## config.mk

```make
export PLATFORM = sky130hd
export DESIGN_NAME = ssc_unit
export DESIGN_NICKNAME = d
export VERILOG_FILES = /design/src/rtl/ssc_pkg.sv /design/src/rtl/ssc_shifter.sv /design/src/rtl/ssc_tester.sv /design/src/rtl/ssc_flag_merge.sv /design/src/rtl/ssc_out_stage.sv /design/src/rtl/ssc_unit.sv
export SDC_FILE = /design/constraint.sdc
export NUM_CORES = 1
export LEC_CHECK = 0
export ABC_AREA = 1
export BUFFER_PORTS_ARGS = -buffer_cell sky130_fd_sc_hd__buf_2
export CORE_ASPECT_RATIO = 1.75
export CORE_MARGIN = 2
export CORE_UTILIZATION = 55
export CTS_BUF_LIST = sky130_fd_sc_hd__clkbuf_4
export DETAILED_ROUTE_END_ITERATION = 8
export HOLD_SLACK_MARGIN = 0.1
export PLACE_DENSITY = 0.8
export SLEW_MARGIN = 25
export SYNTH_ARGS = -nofsm -noshare
export SYNTH_HDL_FRONTEND = slang
export SYNTH_SLANG_ARGS = --single-unit
```

## constraint.sdc

```tcl
create_clock -name clk -period 3.1 [get_ports clk]
set_input_delay 0.465 -clock clk [delete_from_list [all_inputs] [get_ports clk]]
set_output_delay 0.465 -clock clk [all_outputs]
set_load 0.01 [all_outputs]
```

## src/rtl/ssc_pkg.sv

```systemverilog
package ssc_pkg;
  typedef enum logic [2:0] {
    OP_SHL = 3'd0,
    OP_SHR = 3'd1,
    OP_ROT = 3'd2,
    OP_CMP = 3'd3,
    OP_BIT = 3'd4
  } ssc_op_e;

  typedef struct packed {
    logic v;
    logic c;
    logic n;
    logic z;
  } ssc_flags_t;
endpackage

```

## src/rtl/ssc_shifter.sv

```systemverilog
module ssc_shifter #(
  parameter int DATA_W = 8,
  parameter int CNT_W  = $clog2(DATA_W)
) (
  input  logic [2:0]        op,
  input  logic [DATA_W-1:0] data,
  input  logic [CNT_W-1:0]  cnt,
  output logic [DATA_W-1:0] res,
  output logic              cout,
  output logic              moved
);
  import ssc_pkg::*;

  logic [DATA_W:0]     ext;
  logic [2*DATA_W-1:0] dbl;

  always_comb begin
    res  = data;
    cout = 1'b0;
    ext  = '0;
    dbl  = '0;
    case (op)
      OP_SHL: begin
        ext  = {1'b0, data} << cnt;
        res  = ext[DATA_W-1:0];
        cout = ext[DATA_W];
      end
      OP_SHR: begin
        ext  = {data, 1'b0} >> cnt;
        res  = ext[DATA_W:1];
        cout = ext[0];
      end
      OP_ROT: begin
        dbl  = {data, data} << cnt;
        res  = dbl[2*DATA_W-1:DATA_W];
        cout = dbl[DATA_W];
      end
      default: ;
    endcase
  end

  assign moved = (op == OP_SHL || op == OP_SHR || op == OP_ROT) && (cnt != '0);
endmodule

```

## src/rtl/ssc_tester.sv

```systemverilog
module ssc_tester #(
  parameter int DATA_W = 8
) (
  input  logic [2:0]        op,
  input  logic [DATA_W-1:0] a,
  input  logic [DATA_W-1:0] b,
  output logic [DATA_W-1:0] val,
  output logic              borrow,
  output logic              ovf
);
  import ssc_pkg::*;

  logic [DATA_W:0] diff;

  always_comb begin
    diff   = {1'b0, a} - {1'b0, b};
    val    = a & b;
    borrow = 1'b0;
    ovf    = 1'b0;
    if (op == OP_CMP) begin
      val    = diff[DATA_W-1:0];
      borrow = diff[DATA_W];
      ovf    = (a[DATA_W-1] ^ b[DATA_W-1]) & (diff[DATA_W-1] ^ a[DATA_W-1]);
    end
  end
endmodule

```

## src/rtl/ssc_flag_merge.sv

```systemverilog
module ssc_flag_merge #(
  parameter int DATA_W = 8
) (
  input  logic [2:0]        op,
  input  logic              moved,
  input  logic [DATA_W-1:0] shift_res,
  input  logic              shift_c,
  input  logic [DATA_W-1:0] test_val,
  input  logic              test_c,
  input  logic              test_v,
  input  logic [3:0]        old_flags,
  output logic [3:0]        new_flags,
  output logic              wr
);
  import ssc_pkg::*;

  ssc_flags_t f_old, f_new;

  always_comb begin
    f_old = ssc_flags_t'(old_flags);
    f_new = f_old;
    wr    = 1'b0;
    case (op)
      OP_SHL, OP_SHR, OP_ROT: begin
        wr = 1'b1;
        if (moved) begin
          f_new.c = shift_c;
          f_new.n = shift_res[DATA_W-1];
          f_new.z = (shift_res == '0);
        end
      end
      OP_CMP: begin
        f_new.v = test_v;
        f_new.c = test_c;
        f_new.n = test_val[DATA_W-1];
        f_new.z = (test_val == '0);
      end
      OP_BIT: begin
        f_new.n = test_val[DATA_W-1];
        f_new.z = (test_val == '0);
      end
      default: ;
    endcase
    new_flags = f_new;
  end
endmodule

```

## src/rtl/ssc_out_stage.sv

```systemverilog
module ssc_out_stage #(
  parameter int DATA_W  = 8,
  parameter bit REG_OUT = 1'b1
) (
  input  logic              clk,
  input  logic              rst_n,
  input  logic              in_valid,
  output logic              in_ready,
  input  logic [DATA_W-1:0] d_result,
  input  logic              d_wr,
  input  logic [3:0]        d_flags,
  output logic              out_valid,
  input  logic              out_ready,
  output logic [DATA_W-1:0] out_result,
  output logic              out_wr,
  output logic [3:0]        out_flags
);
  generate
    if (REG_OUT) begin : g_reg
      logic              vld_q;
      logic [DATA_W-1:0] res_q;
      logic              wr_q;
      logic [3:0]        flg_q;

      assign in_ready = !vld_q || out_ready;

      always_ff @(posedge clk or negedge rst_n) begin
        if (!rst_n) begin
          vld_q <= 1'b0;
          res_q <= '0;
          wr_q  <= 1'b0;
          flg_q <= '0;
        end else if (in_valid && in_ready) begin
          vld_q <= 1'b1;
          res_q <= d_result;
          wr_q  <= d_wr;
          flg_q <= d_flags;
        end else if (out_ready) begin
          vld_q <= 1'b0;
        end
      end

      assign out_valid  = vld_q;
      assign out_result = res_q;
      assign out_wr     = wr_q;
      assign out_flags  = flg_q;
    end else begin : g_comb
      assign in_ready   = out_ready;
      assign out_valid  = in_valid;
      assign out_result = d_result;
      assign out_wr     = d_wr;
      assign out_flags  = d_flags;
    end
  endgenerate
endmodule

```

## src/rtl/ssc_unit.sv

```systemverilog
module ssc_unit #(
  parameter int DATA_W  = 8,
  parameter int CNT_W   = $clog2(DATA_W),
  parameter bit REG_OUT = 1'b1
) (
  input  logic              clk,
  input  logic              rst_n,
  input  logic              in_valid,
  output logic              in_ready,
  input  logic [2:0]        in_op,
  input  logic [DATA_W-1:0] in_reg,
  input  logic [DATA_W-1:0] in_imm,
  input  logic [CNT_W-1:0]  in_cnt,
  output logic              out_valid,
  input  logic              out_ready,
  output logic [DATA_W-1:0] out_result,
  output logic              out_wr,
  output logic [3:0]        out_flags
);
  logic [DATA_W-1:0] sh_res, ts_val;
  logic              sh_c, sh_moved, ts_c, ts_v, nx_wr;
  logic [3:0]        flags_q, nx_flags;

  ssc_shifter #(.DATA_W(DATA_W), .CNT_W(CNT_W)) u_shift (
    .op(in_op), .data(in_reg), .cnt(in_cnt),
    .res(sh_res), .cout(sh_c), .moved(sh_moved)
  );

  ssc_tester #(.DATA_W(DATA_W)) u_test (
    .op(in_op), .a(in_reg), .b(in_imm),
    .val(ts_val), .borrow(ts_c), .ovf(ts_v)
  );

  ssc_flag_merge #(.DATA_W(DATA_W)) u_flags (
    .op(in_op), .moved(sh_moved), .shift_res(sh_res), .shift_c(sh_c),
    .test_val(ts_val), .test_c(ts_c), .test_v(ts_v),
    .old_flags(flags_q), .new_flags(nx_flags), .wr(nx_wr)
  );

  always_ff @(posedge clk or negedge rst_n) begin
    if (!rst_n) flags_q <= '0;
    else if (in_valid && in_ready) flags_q <= nx_flags;
  end

  ssc_out_stage #(.DATA_W(DATA_W), .REG_OUT(REG_OUT)) u_out (
    .clk(clk), .rst_n(rst_n),
    .in_valid(in_valid), .in_ready(in_ready),
    .d_result(sh_res), .d_wr(nx_wr), .d_flags(nx_flags),
    .out_valid(out_valid), .out_ready(out_ready),
    .out_result(out_result), .out_wr(out_wr), .out_flags(out_flags)
  );
endmodule

```

==> metrics.md, run 1 <==
| Metric | Value |
|---|---|
| Status | finished, final reports clean |
| Drt pass-1 iters | 4 |
| CTS tree | yes |
| Synth top area cells | nand2_1 (22%), dfrtp_1 (19%), ha_1 (11%) |
| Port Buffers | 40 |
| Crit path kind | in -> reg |
| Row count | 28 |
| Commonest non-fill, non-tap cells in the layout | nand2_1 (108), nor2_1 (44), buf_2 (40) |
| Total track usage | 28.3% |
| Post-synthesis compound-gate area fraction | 14.4% |
| Clock network power share | 16.7% |
| Ordered cell list for the critical path | buf_2 > inv_1 > ha_1 > fa_1 > inv_1 > nand3_1 > nand2_1 > xnor2_1 > nand2_1 > nor2_1 > nand3_1 > nand2_1 > nand2_1 > nand2_1 > nand2_1 > nand2_1 |
| GPL Wtd Cong | 0.921 |
| CP dominant cell by count | nand2_1 |
| Worst EP arrival | 2170 ps |
| Int Pwr | 0.000372 W |
| Antenna-violating nets left | 0 |
| Clock Skews | 1.37 ps |
| Reg2reg start | u_out.out_valid$_DFFE_PN0P_ |
| TritonCTS Buffers | 3 |
| Yosys warns | 0 |
| First-pass GRT wire length | 8090 um |
| Ant. Diodes | 0 |
| Startpoint types | input port |
| Total Die Area | 3910 um2 |
| Gate power share | 48.2% |
| Post-DP HPWL | 4180 um |
| Adder-Cell Fraction of Synth Area | 11.8% |
| Post-Synth Simple-Gate Area | 46.3% |
| Sw Share | 42.0% |
| Xor and xnor area share after synthesis | 0.935% |
| Multiplexer share of the synthesized area | 0% |
| Max-cap violations | 0 |
| Residual DRC count | 0 |
| Async S/R FF share, synth | 100% |
| Storage cell area | 350 um2 |
| Setup violators final | 0 |
| Critical R2R Capture | u_out.out_flags[2]$_DFFE_PN0P_ |
| RSZ-0062 raised after global routing | no |
| Gate count of the mapped netlist | 319 |
| Mapped Avg Cell Area | 5.87 um2 |
| FF-to-FF path depth | 7 |
| PD cells | 301 nW/um2 |
| Setup slack, reg-to-reg | 1420 ps |
| Top delay family on crit path | simple AND/OR/NAND/NOR gates |
| Worst setup EP type | flop |
| Final period utilization | 62.4% |
| Setup tns final | 0 ps |
| Tmin final | 1940 ps |
| Post-synthesis register bit count | 14 |
| Crit path required time | 3330 ps |
| Drt total wl | 5150 um |
| Global route overflow | 0 |
| DR iter-0 viols | 77 |
| P_sw | 0.000269 W |
| Top-Level Pins | 41 |
| Clock root buffer | clkbuf_4 |
| Max incr delay on CP | 390 ps |
| Final hold viol count | 0 |
| Min-delay src | out_ready |
| Post-synthesis sequential area ratio | 18.7% |
| Area Growth Syn to Fin | 13.5% |
| CP max FO | 5 |
| Htree depth | 1 |
| Commonest non-fill, non-tap cell in the layout | nand2_1 |
| Relative slew slack | 67.2% |
| DIE WIDTH | 48.1 um |
| Die H | 81.2 um |
| Sink Count | 14 |
| VDD IR-drop max | 0.000184 V |
| Worst skew pair latency | 290 ps |
| Ys flop type | dfrtp_1 |
| Hold Slack | 470 ps |
| WL per Instance | 12.8 um |
| Post-synth EDFFs | 0 |
| Top-area cell type share of the netlist area | 21.6% |
| Cell variety after synth | 34 |
| Worst path slowest cell | fa_1 |
| Initial antenna violation count | 0 |
| Worst-path clk slew | 80 ps |
| Initial Util | 56.3% |
| Share of layout cells above drive strength 1 | 15.1% |
| Synth area leader | nand2_1 |
| Endpoint of the worst hold path | u_out.out_valid$_DFFE_PN0P_ |
| # nets final | 401 |
| Worst hold path type | in -> reg |
| Synthesized cell area | 1870 um2 |
| Reg power frac | 35.2% |
| Tot Pwr | 0.000641 W |
| Multi-input logic area | 1370 um2 |
| Leak pwr | 1.21 nW |
| Vias in the first global route | 1922 |
| Via Count | 2228 |
| Worst-Margin Slew | 487 ps |
| Max Freq | 517 MHz |
| Clk buf depth | 2 |
| Syn nets | 362 |
| Vias/cell | 5.54 |
| Core area | 3330 um2 |
| # fillers | 347 |
| Bufs and invs on worst path | 3 |
| Max-slew violation count | 0 |
| Largest net degree at the start of global routing | 20 |
| Main combinational cell family by area after synthesis | simple AND/OR/NAND/NOR gates |
| WHS Path Cells | 4 |
cell usage after synthesis, drive strengths merged (3+ instances only):
| cell | count |
|---|---|
| nor2 | 45 |
| buf | 4 |
| nand3 | 40 |
| nand3b | 4 |
| a21oi | 15 |
| o21ai | 18 |
| a31oi | 3 |
| inv | 29 |
| dfrtp | 14 |
| clkbuf | 3 |
| nor3 | 3 |
| ha | 16 |
| nand2 | 109 |
metal layers:
layer	vias to the layer above	track usage [%]	part of all wire (%)
met1	1003	31.1	38
met4	0	18.4	4.9
li1	1125	-	-
met2	81	48.7	52
met3	19	1.56	4.8
met5	-	0	0
kinds of logic after synthesis:
logic type	after synthesis
adders and majority gates	17
DFF	14
buffers and inverters	36
and+or+nand+nor	204
xor gates and xnor gates	2
AOI/OAI and AO/OA	46
area by class of cell:
| class | count | share of cell area (%) |
|---|---|---|
| Multi-Input combinational cell | 269 | 64.6 |
| Tap cell | 45 | 2.65 |
| Inverter | 29 | 5.12 |
| Sequential cell | 14 | 16.5 |
| Timing Repair Buffer | 41 | 9.89 |
| Clock buffer | 3 | 1.06 |
| Clock inverter | 1 | 0.177 |
power groups by stage:
stage,combinational (W),clock [W],sequential [W]
2_1_floorplan,0.000188,0,0.000243
3_3_place_gp,0.000300,0,0.000227
3_5_place_dp,0.000304,0,0.000230
4_1_cts,0.000307,0.000106,0.000226
5_1_grt,0.000351,0.000119,0.000230
6_report,0.000308,0.000107,0.000225
per-stage QoR:
step	cells	worst slack [ps]	area, um2	utilization [%]
final	402	1160	2130	63.9
after global routing	402	999	2130	63.9
after CTS	402	1180	2130	63.9
after detailed placement	397	872	2090	62.8
after global placement	397	939	2090	62.8
after floorplan	319	1160	1870	-
registers in the layout (all words and copies together), names as in the netlist:
register,cells
u_out.out_valid,1
u_out.out_wr,1
u_out.out_flags,4
u_out.out_result,8
how the worst max path moves through the flow:
stage / end / depth (start not counted) / start / slack [ps]
after CTS: u_out.out_flags[0]$_DFFE_PN0P_ / 16 / in_reg[0] / 1180
after global placement: u_out.out_flags[0]$_DFFE_PN0P_ / 16 / in_reg[0] / 940
final: u_out.out_flags[0]$_DFFE_PN0P_ / 16 / in_reg[0] / 1160
after detailed placement: u_out.out_flags[0]$_DFFE_PN0P_ / 16 / in_reg[0] / 870
after floorplan: u_out.out_flags[0]$_DFFE_PN0P_ / 15 / in_reg[0] / 1160
after global routing: u_out.out_flags[0]$_DFFE_PN0P_ / 16 / in_reg[0] / 1000
repair_timing:
| item | 4_1_cts | 5_1_grt |
|---|---|---|
| hold endpoints to repair | 14 | 0 |
| buffers inserted | 0 | 0 |
| gates resized for setup | 0 | 0 |
| hold buffers | 1 | 0 |
tightest hold or removal path: cells and delay by family:
| family | cells | cell delay, ps |
|---|---|---|
| simple gates | 2 | 150 |
| buf+inv | 2 | 100 |
Note: power is estimated with default switching activity, not from simulation.
==> run 2, diff against run 1 <==
- CORE_UTILIZATION: 55 -> 51
- PLACE_DENSITY: 0.8 -> 0.78
- clock period: 3.1 -> 1.7 ns (I/O delays scaled with it)
==> metrics.md, run 2 (synthesis gave the netlist of run 1 again) <==
| Metric | Value |
|---|---|
| Global route overflow | 0 (unchanged) |
| Final WS setup | 155 ps (-1010 ps) |
| Core area | 3560 um2 (+6.8%) |
| RSZ-0062 raised after global routing | no |
| Crit path kind | in -> reg |
| Clk buf depth | 2 (unchanged) |
| Min-delay src | out_ready |
| Worst path slowest cell | fa_2 |
| Placed Instance Area | 2390 um2 (+14%) |
| Crit path required time | 1930 ps (-1400 ps) |
| VDD IR-drop max | 0.000330 V (+80%) |
| Worst skew pair latency | 290 ps (about the same) |
| Final hold viol count | 0 (unchanged) |
| DR iter-0 viols | 69 (-10%) |
| Worst setup EP type | flop |
| Top-Level Pins | 41 (unchanged) |
| First-pass GRT wire length | 9390 um (+16%) |
| CP dominant cell by count | nand2_1 |
| Drt total wl | 5490 um (+6.7%) |
| Initial Util | 52.7% (-3.6 points) |
| Share of layout cells above drive strength 1 | 24.2% (+9.1 points) |
| Int Pwr | 0.000751 W (+100%) |
| Largest register FFs | 8 (unchanged) |
| Worst hold path type | in -> reg |
| Setup tns final | 0 ps (unchanged) |
| # nets final | 440 (+9.7%) |
| Commonest non-fill, non-tap cell in the layout | nand2_1 |
| Via Count | 2375 (+6.6%) |
| CTS tree | yes |
| Vias/cell | 5.37 (-3.0%) |
| Total track usage | 27.8% (-0.50 points) |
| Bufs and invs on worst path | 3 (unchanged) |
| Vias in the first global route | 2275 (+18%) |
| Max-slew violation count | 0 (unchanged) |
| Leak pwr | 1.40 nW (+16%) |
| Port Buffers | 40 (unchanged) |
| Hold Slack | 240 ps (-229 ps) |
| Row count | 29 (+3.6%) |
| Reg2reg start | u_out.out_valid$_DFFE_PN0P_ |
| CP max FO | 2 (-3) |
| Worst EP arrival | 1780 ps (-390 ps) |
| Grt met2 use | 51.9% (+3.2 points) |
| Crit path launch | in_reg[0] |
| Clock Skews | 11.4 ps (+10.1 ps) |
| TritonCTS Buffers | 3 (unchanged) |
| Top delay family on crit path | simple AND/OR/NAND/NOR gates |
| Htree depth | 1 (unchanged) |
| Initial antenna violation count | 0 (unchanged) |
| Drt pass-1 iters | 5 (+1) |
| Max incr delay on CP | 380 ps (about the same) |
| Clock root buffer | clkbuf_4 |
| GR peak layer | met2 |
| Antenna-violating nets left | 0 (unchanged) |
| Design area | 2440 um2 (+15%) |
| WL per Instance | 12.4 um (-3.0%) |
| Setup violators final | 0 (unchanged) |
| Non-Filler Instances | 442 (+10%) |
| Final period utilization | 90.9% |
| DP Cell Count | 436 (+9.8%) |
| Residual DRC count | 0 (unchanged) |
| Clock network power share | 15.3% (-1.4 points) |
| Status | finished, final reports clean |
| Reg power frac | 32.6% (-2.6 points) |
| Ordered cell list for the critical path | buf_2 > inv_1 > ha_2 > fa_2 > inv_2 > nand3_1 > nand2_1 > xnor2_1 > nand2_1 > nor2_1 > nand3_1 > nand2_1 > nand2_1 > nand2_1 > nand2_1 > nand2_1 |
| Sw Share | 40.2% (-1.8 points) |
| Max Freq | 647 MHz |
| Commonest non-fill, non-tap cells in the layout | nand2_1 (108), nor2_1 (44), buf_2 (40) |
| GPL Wtd Cong | 0.943 (+2.4%) |
| Setup slack at placement | -178 ps (-1050 ps) |
| Worst-Margin Slew | 442 ps (-44.7 ps) |
| Startpoint types | input port |
| Post-DP HPWL | 4540 um (+8.7%) |
| DIE WIDTH | 49.8 um (+3.5%) |
| Max-cap violations | 0 (unchanged) |
| GR Util met3 | 3.02% (+1.5 points) |
| Worst-path clk slew | 90 ps (about the same) |
| Gate power share | 52.0% (+3.8 points) |
| P_sw | 0.000504 W (+88%) |
| Largest net degree at the start of global routing | 19 (-5.0%) |
| Sink Count | 14 (unchanged) |
| Ant. Diodes | 0 (unchanged) |
| GR Layer Usage met1 | 28.6% (-2.5 points) |
| PD cells | 515 nW/um2 (+71%) |
| Die H | 84.2 um (+3.7%) |
| Tmin final | 1540 ps |
| Area Growth Syn to Fin | 30.1% |
| Relative slew slack | 70.2% (+3.0 points) |
| Total Die Area | 4190 um2 (+7.3%) |
run 2: cell type report:
type / count / area [um2]
multi-input combinational: 269 / 1380
fill: 348 / 1120
inverter: 29 / 109
tap: 46 / 57.6
sequential: 14 / 350
clock inverter: 1 / 3.75
timing repair buffer: 80 / 515
clock buffer: 3 / 22.5
run 2: routing by layer:
layer / share of wire (%) / vias to the layer above
li1: - / 1200
met1: 36 / 1042
met2: 52 / 102
met3: 5.9 / 31
met4: 5.8 / 0
met5: 0 / -
run 2: worst reg2reg max path, delay by kind of cell (launching register included):
kind	cells	cell delay [ps]
and+or+nand+nor	4	400
DFF	1	390
buffers and inverters	1	140
AOI/OAI and AO/OA	2	240
run 2: worst paths after layout:
| path | end | slack, ps | depth (start not counted) |
|---|---|---|---|
| setup / recovery | u_out.out_flags[0]$_DFFE_PN0P_ | 160 | 16 |
| hold / removal | u_out.out_valid$_DFFE_PN0P_ | 240 | 4 |
| setup reg to reg | u_out.out_flags[2]$_DFFE_PN0P_ | 430 | 7 |
| hold reg to reg | u_out.out_result[1]$_DFFE_PN0P_ | 480 | 2 |
| max in group asynchronous | u_out.out_result[6]$_DFFE_PN0P_ | 1070 | 2 |
| min in group asynchronous | u_out.out_wr$_DFFE_PN0P_ | 390 | 2 |
run 2: stage by stage:
stage	power [W]	util, %
finish	0.00125	68.5
global route	0.00135	68.5
CTS	0.00125	68.3
detailed placement	0.00106	67.2
global placement	0.00105	67.2
floorplan	0.000788	-
run 2: power groups by stage:
stage	combinational [W]	sequential [W]	clock, W
detailed placement	0.000644	0.000418	0
global placement	0.000633	0.000415	0
CTS	0.000648	0.000411	0.000196
global route	0.000734	0.000417	0.000204
finish	0.000653	0.000410	0.000192
floorplan	0.000344	0.000444	0
run 2: what timing repair did:
action	CTS	global route
buffers inserted	0	1
hold endpoints to repair	14	0
gates resized for setup	0	1
endpoints found under the setup margin	0	1
hold buffers	1	0
